$ cat src/rtl/afifo_pkg.sv
package afifo_pkg;
  typedef enum logic [1:0] {
    MODE_MONO   = 2'd0,
    MODE_STEREO = 2'd1,
    MODE_REC    = 2'd2,
    MODE_IDLE   = 2'd3
  } afifo_mode_e;

  localparam int POL_EMPTY = 0;
  localparam int POL_HALF  = 1;
  localparam int POL_FULL  = 2;
  localparam int POL_REQ   = 3;
  localparam int POL_ACK   = 4;
  localparam int POL_W     = 5;
endpackage

$ cat src/rtl/afifo_bank.sv
module afifo_bank #(
  parameter int DEPTH = 64,
  parameter int IW    = 6
) (
  input  logic          clk,
  input  logic          we,
  input  logic [IW-1:0] wa,
  input  logic [7:0]    wd,
  input  logic          re,
  input  logic [IW-1:0] ra,
  output logic [7:0]    rq
);
  logic [7:0] mem [DEPTH];

  always_ff @(posedge clk) begin
    if (we) mem[wa] <= wd;
    if (re) rq <= mem[ra];
  end
endmodule

$ cat src/rtl/afifo_chan.sv
module afifo_chan #(
  parameter int MAX_BYTES = 128,
  parameter int AW        = 7,
  parameter int CW        = 8
) (
  input  logic          clk,
  input  logic          rst,
  input  logic          clr,
  input  logic [CW-1:0] cap,
  input  logic          wr_en,
  input  logic          wr_two,
  input  logic [15:0]   wr_data,
  input  logic          rd_en,
  output logic [7:0]    rd_data,
  output logic          empty,
  output logic          half,
  output logic          full
);
  localparam int DEPTH = MAX_BYTES / 2;
  localparam int IW    = AW - 1;

  logic [AW-1:0] wp, rp;
  logic [CW-1:0] count, cnt_nxt, nb;
  logic          wr_ok, rd_ok, rsel_q;
  logic [1:0]    bwe, bre;
  logic [IW-1:0] bwa [2];
  logic [7:0]    bwd [2];
  logic [7:0]    brq [2];

  assign nb    = wr_two ? CW'(2) : CW'(1);
  assign wr_ok = wr_en && !clr && ((count + nb) <= cap);
  assign rd_ok = rd_en && !clr && (count != '0);

  always_comb begin
    if (clr) cnt_nxt = '0;
    else     cnt_nxt = count + (wr_ok ? nb : '0) - (rd_ok ? CW'(1) : '0);
  end

  always_ff @(posedge clk) begin
    if (rst) begin
      wp <= '0; rp <= '0; count <= '0; rsel_q <= 1'b0;
      empty <= 1'b1; half <= 1'b0; full <= 1'b0;
    end else begin
      count <= cnt_nxt;
      empty <= (cnt_nxt == '0);
      half  <= (cnt_nxt > (cap >> 1));
      full  <= (cnt_nxt >= cap);
      if (clr) begin
        wp <= '0; rp <= '0;
      end else begin
        if (wr_ok) wp <= wp + AW'(nb);
        if (rd_ok) begin
          rp     <= rp + AW'(1);
          rsel_q <= rp[0];
        end
      end
    end
  end

  // two byte-wide banks interleaved on the pointer LSB
  for (genvar b = 0; b < 2; b++) begin : g_bank
    logic          lead;
    logic [AW-1:0] waddr;
    assign lead     = (wp[0] == 1'(b));
    assign waddr    = lead ? wp : wp + AW'(1);
    assign bwe[b]   = wr_ok && (lead || wr_two);
    assign bwa[b]   = waddr[AW-1:1];
    assign bwd[b]   = lead ? wr_data[7:0] : wr_data[15:8];
    assign bre[b]   = rd_ok && (rp[0] == 1'(b));

    afifo_bank #(.DEPTH(DEPTH), .IW(IW)) u_bank (
      .clk (clk),
      .we  (bwe[b]),
      .wa  (bwa[b]),
      .wd  (bwd[b]),
      .re  (bre[b]),
      .ra  (rp[AW-1:1]),
      .rq  (brq[b])
    );
  end

  assign rd_data = rsel_q ? brq[1] : brq[0];

  AST_NO_OVERFLOW: assert property (@(posedge clk) disable iff (rst)
    (wr_en && full && !rd_en && !clr && $stable(cap)) |=> $stable(count));
  AST_NO_UNDERFLOW: assert property (@(posedge clk) disable iff (rst)
    (rd_en && empty && !wr_en && !clr) |=> $stable(count));
  AST_SAME_COUNT: assert property (@(posedge clk) disable iff (rst)
    (wr_ok && rd_ok && !wr_two) |=> $stable(count));
  AST_COUNT_BOUND: assert property (@(posedge clk) disable iff (rst)
    count <= CW'(MAX_BYTES));
endmodule

$ cat src/rtl/stereo_audio_fifo.sv
module stereo_audio_fifo
  import afifo_pkg::*;
#(
  parameter int MAX_BITS = 1024
) (
  input  logic             clk,
  input  logic             rst,
  input  logic [1:0]       mode,
  input  logic [1:0]       size_sel,
  input  logic             wide,
  input  logic             dma_en,
  input  logic [POL_W-1:0] pol,
  input  logic             ch_sel,
  input  logic             host_ch,
  input  logic             host_wr,
  input  logic [15:0]      host_wdata,
  input  logic             host_rd,
  output logic [7:0]       host_rdata,
  input  logic             dma_wr,
  input  logic             dma_rd,
  input  logic             dack_l,
  input  logic             dack_r,
  output logic             dreq_l,
  output logic             dreq_r,
  input  logic             codec_rd_l,
  input  logic             codec_rd_r,
  output logic [7:0]       codec_rdata_l,
  output logic [7:0]       codec_rdata_r,
  input  logic             codec_wr,
  input  logic [7:0]       codec_wdata,
  output logic             flag_empty,
  output logic             flag_half,
  output logic             flag_full,
  output logic             synth_go_l,
  output logic             synth_go_r
);
  localparam int MAX_BYTES = MAX_BITS / 8;
  localparam int MIN_BYTES = MAX_BYTES / 4;
  localparam int AW        = $clog2(MAX_BYTES);
  localparam int CW        = AW + 1;

  afifo_mode_e   md;
  logic          is_play, is_stereo, is_rec, is_idle;
  logic          ack_l, ack_r, dma_w_l, dma_w_r, host_w_l, host_w_r;
  logic          l_wr, l_two, l_rd, r_wr, r_rd;
  logic [15:0]   l_wdata;
  logic [7:0]    l_rdata;
  logic [CW-1:0] cap;
  logic          l_empty, l_half, l_full, r_empty, r_half, r_full;
  logic          show_r;

  assign md        = afifo_mode_e'(mode);
  assign is_play   = (md == MODE_MONO) || (md == MODE_STEREO);
  assign is_stereo = (md == MODE_STEREO);
  assign is_rec    = (md == MODE_REC);
  assign is_idle   = (md == MODE_IDLE);

  always_comb begin
    if (size_sel[1]) cap = CW'(MAX_BYTES);
    else             cap = CW'(MIN_BYTES) << size_sel[0];
  end

  assign ack_l    = pol[POL_ACK] ? dack_l : ~dack_l;
  assign ack_r    = pol[POL_ACK] ? dack_r : ~dack_r;
  assign dma_w_l  = dma_en && dma_wr && ack_l && is_play;
  assign dma_w_r  = dma_en && dma_wr && ack_r && !ack_l && is_stereo;
  assign host_w_l = host_wr && is_play && !(is_stereo && host_ch);
  assign host_w_r = host_wr && is_stereo && host_ch;

  always_comb begin
    if (is_rec) begin
      l_wr    = codec_wr;
      l_two   = 1'b0;
      l_wdata = {8'h00, codec_wdata};
      l_rd    = host_rd || (dma_en && dma_rd && ack_l);
    end else begin
      l_wr    = dma_w_l || host_w_l;
      l_two   = wide;
      l_wdata = host_wdata;
      l_rd    = codec_rd_l && synth_go_l && is_play;
    end
  end

  assign r_wr = dma_w_r || host_w_r;
  assign r_rd = codec_rd_r && synth_go_r && is_stereo;

  afifo_chan #(.MAX_BYTES(MAX_BYTES), .AW(AW), .CW(CW)) u_left (
    .clk (clk), .rst (rst), .clr (is_idle), .cap (cap),
    .wr_en (l_wr), .wr_two (l_two), .wr_data (l_wdata),
    .rd_en (l_rd), .rd_data (l_rdata),
    .empty (l_empty), .half (l_half), .full (l_full)
  );

  afifo_chan #(.MAX_BYTES(MAX_BYTES), .AW(AW), .CW(CW)) u_right (
    .clk (clk), .rst (rst), .clr (is_idle), .cap (cap),
    .wr_en (r_wr), .wr_two (wide), .wr_data (host_wdata),
    .rd_en (r_rd), .rd_data (codec_rdata_r),
    .empty (r_empty), .half (r_half), .full (r_full)
  );

  assign host_rdata    = l_rdata;
  assign codec_rdata_l = l_rdata;

  always_ff @(posedge clk) begin
    if (rst) begin
      synth_go_l <= 1'b0;
      synth_go_r <= 1'b0;
    end else begin
      synth_go_l <= is_play && (synth_go_l || l_half);
      synth_go_r <= is_stereo && (synth_go_r || r_half);
    end
  end

  assign show_r     = is_stereo && ch_sel;
  assign flag_empty = (show_r ? r_empty : l_empty) ^ pol[POL_EMPTY];
  assign flag_half  = (show_r ? r_half  : l_half)  ^ pol[POL_HALF];
  assign flag_full  = (show_r ? r_full  : l_full)  ^ pol[POL_FULL];

  assign dreq_l = (dma_en && ((is_play && !l_full) || (is_rec && !l_empty))) ^ pol[POL_REQ];
  assign dreq_r = (dma_en && is_stereo && !r_full) ^ pol[POL_REQ];

  AST_SYNTH_HOLD: assert property (@(posedge clk) disable iff (rst)
    ($past(synth_go_l) && is_play && $past(is_play)) |-> synth_go_l);
  AST_SYNTH_CAUSE: assert property (@(posedge clk) disable iff (rst)
    $rose(synth_go_l) |-> $past(l_half));
  AST_RIGHT_QUIET: assert property (@(posedge clk) disable iff (rst)
    (!is_stereo && $past(!is_stereo)) |-> !synth_go_r);
  AST_FLAGS_EXCL: assert property (@(posedge clk) disable iff (rst)
    $onehot0({l_empty, l_full}));
endmodule

$ cat config.mk
export PLATFORM = sky130hd
export DESIGN_NAME = stereo_audio_fifo
export DESIGN_NICKNAME = d
export VERILOG_FILES = /design/src/rtl/afifo_pkg.sv /design/src/rtl/afifo_bank.sv /design/src/rtl/afifo_chan.sv /design/src/rtl/stereo_audio_fifo.sv
export SDC_FILE = /design/constraint.sdc
export NUM_CORES = 2
export LEC_CHECK = 0
export BUFFER_PORTS_ARGS = -buffer_cell sky130_fd_sc_hd__buf_2
export CORE_AREA = 10 10 381 420
export DETAILED_ROUTE_END_ITERATION = 16
export DIE_AREA = 0 0 391 430
export PLACE_DENSITY_LB_ADDON = 0.25
export SLEW_MARGIN = 20
export SYNTH_ARGS = -nofsm -noshare
export SYNTH_HDL_FRONTEND = slang
export SYNTH_SLANG_ARGS = --single-unit
$ cat constraint.sdc
create_clock -name clk -period 5.9 [get_ports clk]
set_input_delay 1.18 -clock clk [delete_from_list [all_inputs] [get_ports clk]]
set_output_delay 1.18 -clock clk [all_outputs]
set_load 0.05 [all_outputs]
==> results.md <==
- Detailed placement finished with a half-perimeter wire length of 118 mm.
- For this configuration, the core starts out at a cell density of 56.7%.
- The buffer count from post-CTS setup fixing is 0.
- The count of nets after finishing is 4499.
- For this design, the sink count on the clock tree is 2134.
- Of the cells placed in the final design, the portion with a size suffix greater than 1 is 27.4%.
- Counting flops with an async set or reset pin after synthesis yields a share of 0%.
- The number of synthesized flops with an enable pin is 2080.
- Sequential cells were found to cover 74.1% of the synthesized design area.
- The most common cell in the netlist is sky130_fd_sc_hd__edfxtp_1.
- The end of the worst hold path is synth_go_l.
- The number of input and output port buffers inserted is 78.
- The worst-skew pair later-pin latency is 850 ps.
- For the pin with the worst max-slew slack, the measured transition is 1120 ps.
- The count of antenna diodes in the layout is 0.
- The run finished with clean final reports.
- The library cell with the largest summed area after synthesis is sky130_fd_sc_hd__edfxtp_1.
- The final worst-path cycle share is 89.3%.
- The path class of the tightest hold or removal check is reg2reg.
- The cell family contributing the most delay on the critical path is compound AO/OA/AOI/OAI gates.
- The number of placed instances, taps included, is 6153.
- The critical path in this run is classified as in2reg.
- Across the run, the number of max-cap violations was 0.
- The initial antenna violation count is 5.
- Data arrives at the worst endpoint at 5940 ps.
- The overall power is 32.2 mW.
- Setup repair after global routing left no endpoint under its margin.
- The proportion of netlist area held by the largest area contributor is 72.9%.
- The category of the worst setup path capture point is a flip-flop.
- The count of nets left with antenna violations once routing finished came out at 0.
- The via count of the first global-routing pass is 42.0k.
- The area occupied by multi-input gates is 0.0211 sq mm.
- The residual DRC count is 0.
- Together, buffers and inverters on the worst path number 3.
- For this run, the leading register cell type out of synthesis is sky130_fd_sc_hd__edfxtp_1.
- The power per cell area is 336 mW/mm^2.
- The kind of launch point of the worst setup path is a primary input.
- The worst setup slack for register-to-register paths is 880 ps.
- Ranked by total cell area, the synthesized netlist is headed by sky130_fd_sc_hd__edfxtp_1 (73%), sky130_fd_sc_hd__mux4_2 (16%), sky130_fd_sc_hd__nor2_1 (1.4%), sky130_fd_sc_hd__dfxtp_1 (1.3%), sky130_fd_sc_hd__mux2i_1 (1.0%).
- The total setup violations reported at the end of the flow is 0.
- The area used by sequential logic in the layout is 0.0636 sq mm.
- The post-cts resize count is 0.
- Tracing the worst setup path back leads to its startpoint at wide.
- The dominant cell type by count on the critical path is sky130_fd_sc_hd__ha_1.
- The design area is 0.0957 sq mm.
- For this run, the top clock speed supported by timing is 0.190 GHz.
- The pin count of the biggest net entering global routing is 96.
- The logic depth of the worst register-to-register path is 24.
- The final-report hold violation count is 0.
- The detail-routed net length per standard cell is 29.5 um.
- The aggregate global routing overflow is 0.
- The die covers 0.168 sq mm.
- The detailed router's first-iteration violation count is 4406.
- The worst-case vdd ir drop is 0.276 mV.
- The reg-to-reg critical path endpoint is u_right.half.
- Counting flops and latches in the post-synthesis netlist gives 2134.
- The average cell area after synthesis is 20.7 sq um.
- The number of distinct library cells after synthesis is 78.
- Across every metal layer, demand over resource in global routing totals 23.0%.
- The headroom to the max-slew limit is 23.2%.
- In this run the worst path has a maximum fanout of 4.
- After floorplanning, the core was sized to cover 0.151 sq mm.
- The instance area at placement is 0.0893 sq mm.
- The beginning of the worst register-to-register path is u_right.count[1].
- After technology mapping, the gate count stands at 4140.
- The tree is rooted in a sky130_fd_sc_hd__clkbuf_16.
- The congestion estimate from routability-driven global placement came to 0.893.
- The number of vias in the routed layout is 41.8k.
- The die is 430 um tall.
- Counting I/O delays and the setup requirement, the final critical path takes 5270 ps.
- The area overhead of the layout relative to synthesis is 11.6%.
- The detail-routed via count per cell is 6.41.
- The cell area after synthesis is 0.0857 sq mm.
- The width of the chip is 391 um.
- The final wirelength is 193 mm.
- For this run, the detailed router's first-pass iteration total came to 6.
- The hold path depth is 2.
- The worst clock skew is 37.2 ps.
- The slowest stage cell on the critical path is sky130_fd_sc_hd__a211oi_1.
- The maximum level of the CTS H-tree is 4.
- The critical path data required time is 6580 ps.
- The clock passes through at most 3 buffers.
- The beginning of the worst hold path is synth_go_l.
- In this run, CTS created clock tree buffers numbering 202.
- The static leakage is 29.0 nW.
- The clock transition at the registers of the reported paths is 60 ps.
- The number of hold-repair buffers added at the cts stage is 0.
- The wire length of the first global-routing pass is 286 mm.
- The cell row count is 150.
- The final count of pins violating max slew is 0.
- Yosys printed 0 warnings.
- The I/O pin count is 79.
- Synthesis produced a netlist with a net count of 4258.
- After the flow finishes, the layout carries non-filler instances totaling 6526.
- The CTS tree is yes.
- The commonest cells after synthesis are sky130_fd_sc_hd__edfxtp_1 (2080), sky130_fd_sc_hd__mux4_2 (600), sky130_fd_sc_hd__nor2_1 (328), sky130_fd_sc_hd__clkbuf_1 (107), sky130_fd_sc_hd__mux2i_1 (87).
- Counting the fill cells in the layout gives 9955.
- The stage delay of the slowest cell on the critical path is 450 ps.
[metal layers]
layer	vias to the layer above	part of all wire [%]	GRT usage, %
li1	17600	-	-
met1	22000	39	32.1
met2	1850	50	37.5
met3	329	8.1	4.44
met4	4	2.5	6.06
met5	-	0.014	0
[cells in the final DEF (no fill, tap or decap), types with 8 or more instances in the layout]
cell type / netlist / routed
sky130_fd_sc_hd__xnor2_1: 33 / 33
sky130_fd_sc_hd__o21ai_4: 0 / 8
sky130_fd_sc_hd__mux2_2: 44 / 44
sky130_fd_sc_hd__nand4_1: 13 / 13
sky130_fd_sc_hd__nand2b_1: 20 / 20
sky130_fd_sc_hd__mux4_2: 600 / 600
sky130_fd_sc_hd__a2111oi_0: 22 / 22
sky130_fd_sc_hd__nand2_1: 85 / 85
sky130_fd_sc_hd__a21oi_4: 0 / 8
sky130_fd_sc_hd__clkbuf_1: 107 / 64
sky130_fd_sc_hd__nor3_1: 19 / 19
sky130_fd_sc_hd__a22o_1: 14 / 14
sky130_fd_sc_hd__buf_4: 24 / 181
sky130_fd_sc_hd__nor2b_1: 37 / 36
sky130_fd_sc_hd__and3_1: 13 / 13
sky130_fd_sc_hd__nor2_1: 328 / 328
sky130_fd_sc_hd__and2_1: 10 / 10
sky130_fd_sc_hd__inv_1: 41 / 41
sky130_fd_sc_hd__a221o_1: 21 / 21
sky130_fd_sc_hd__edfxtp_1: 2080 / 2080
sky130_fd_sc_hd__dfxtp_1: 54 / 46
sky130_fd_sc_hd__xor2_1: 13 / 13
sky130_fd_sc_hd__nand3_1: 50 / 50
sky130_fd_sc_hd__clkinv_2: 1 / 26
sky130_fd_sc_hd__a211oi_1: 26 / 26
sky130_fd_sc_hd__inv_6: 0 / 10
sky130_fd_sc_hd__buf_12: 1 / 13
sky130_fd_sc_hd__nor2_4: 10 / 10
sky130_fd_sc_hd__o22ai_1: 9 / 9
sky130_fd_sc_hd__a21oi_1: 56 / 47
sky130_fd_sc_hd__clkinv_1: 2 / 40
sky130_fd_sc_hd__o21ai_0: 44 / 34
sky130_fd_sc_hd__bufinv_16: 0 / 15
sky130_fd_sc_hd__buf_2: 68 / 78
sky130_fd_sc_hd__or3_1: 8 / 8
sky130_fd_sc_hd__ha_1: 66 / 65
sky130_fd_sc_hd__clkbuf_16: 0 / 208
sky130_fd_sc_hd__mux2i_1: 87 / 82
[state kept, by name, summed over array words and instances, names as in the netlist, 7 cells and up]
name,count
u_left.count,8
u_left.g_bank.u_bank.mem,1024
u_left.g_bank.u_bank.rq,16
u_left.rp,7
u_left.wp,7
u_right.count,8
u_right.g_bank.u_bank.mem,1024
u_right.g_bank.u_bank.rq,16
u_right.rp,7
u_right.wp,7
[report_power, final]
group | switching (mW) | internal, mW
Sequential | 0.114 | 17.1
Combinational | 1.62 | 0.744
Clock | 5.44 | 7.16
[through the flow]
step	setup TNS (ps)	hold WS [ps]	setup WS (ps)	utilization [%]
floorplan	0	453	1.42	-
global placement	-108	512	-108	59.0
detailed placement	-138	513	-109	59.0
CTS	0	525	759	63.3
global route	0	550	338	63.3
finish	0	532	633	63.3
[cell type report]
cell class | instances | area share (%)
multi-input combinational | 1727 | 22.1
tap | 1976 | 2.58
inverter | 44 | 0.174
timing repair buffer | 272 | 2.10
clock buffer | 275 | 5.73
clock inverter | 98 | 0.939
sequential | 2134 | 66.4
[worst register-to-register path, delay by kind of cell (launching register included)]
family / cells / cell delay (ps)
compound gates: 9 / 1710
xor+xnor: 2 / 170
fa+ha+maj: 5 / 1430
buf+inv: 1 / 60
flops: 1 / 400
simple gates: 7 / 1110
[cells by family after synthesis]
family	share of synthesized area, %
DFF	74.1
muxes	17.4
and+or+nand+nor	3.44
buffers and inverters	1.51
AOI/OAI and AO/OA	2.05
adders and majority gates	1.07
xor gates and xnor gates	0.470
[worst max-delay path by stage]
stage                               to  cells after the start  slack, ps
after floorplan            u_left.half                     30          1
after global placement     u_left.half                     28       -110
after detailed placement   u_left.half                     29       -110
after CTS                  u_left.half                     29        760
after global routing      u_right.half                     27        340
final                     u_right.half                     26        630
Note: power is estimated with default switching activity, not from simulation.
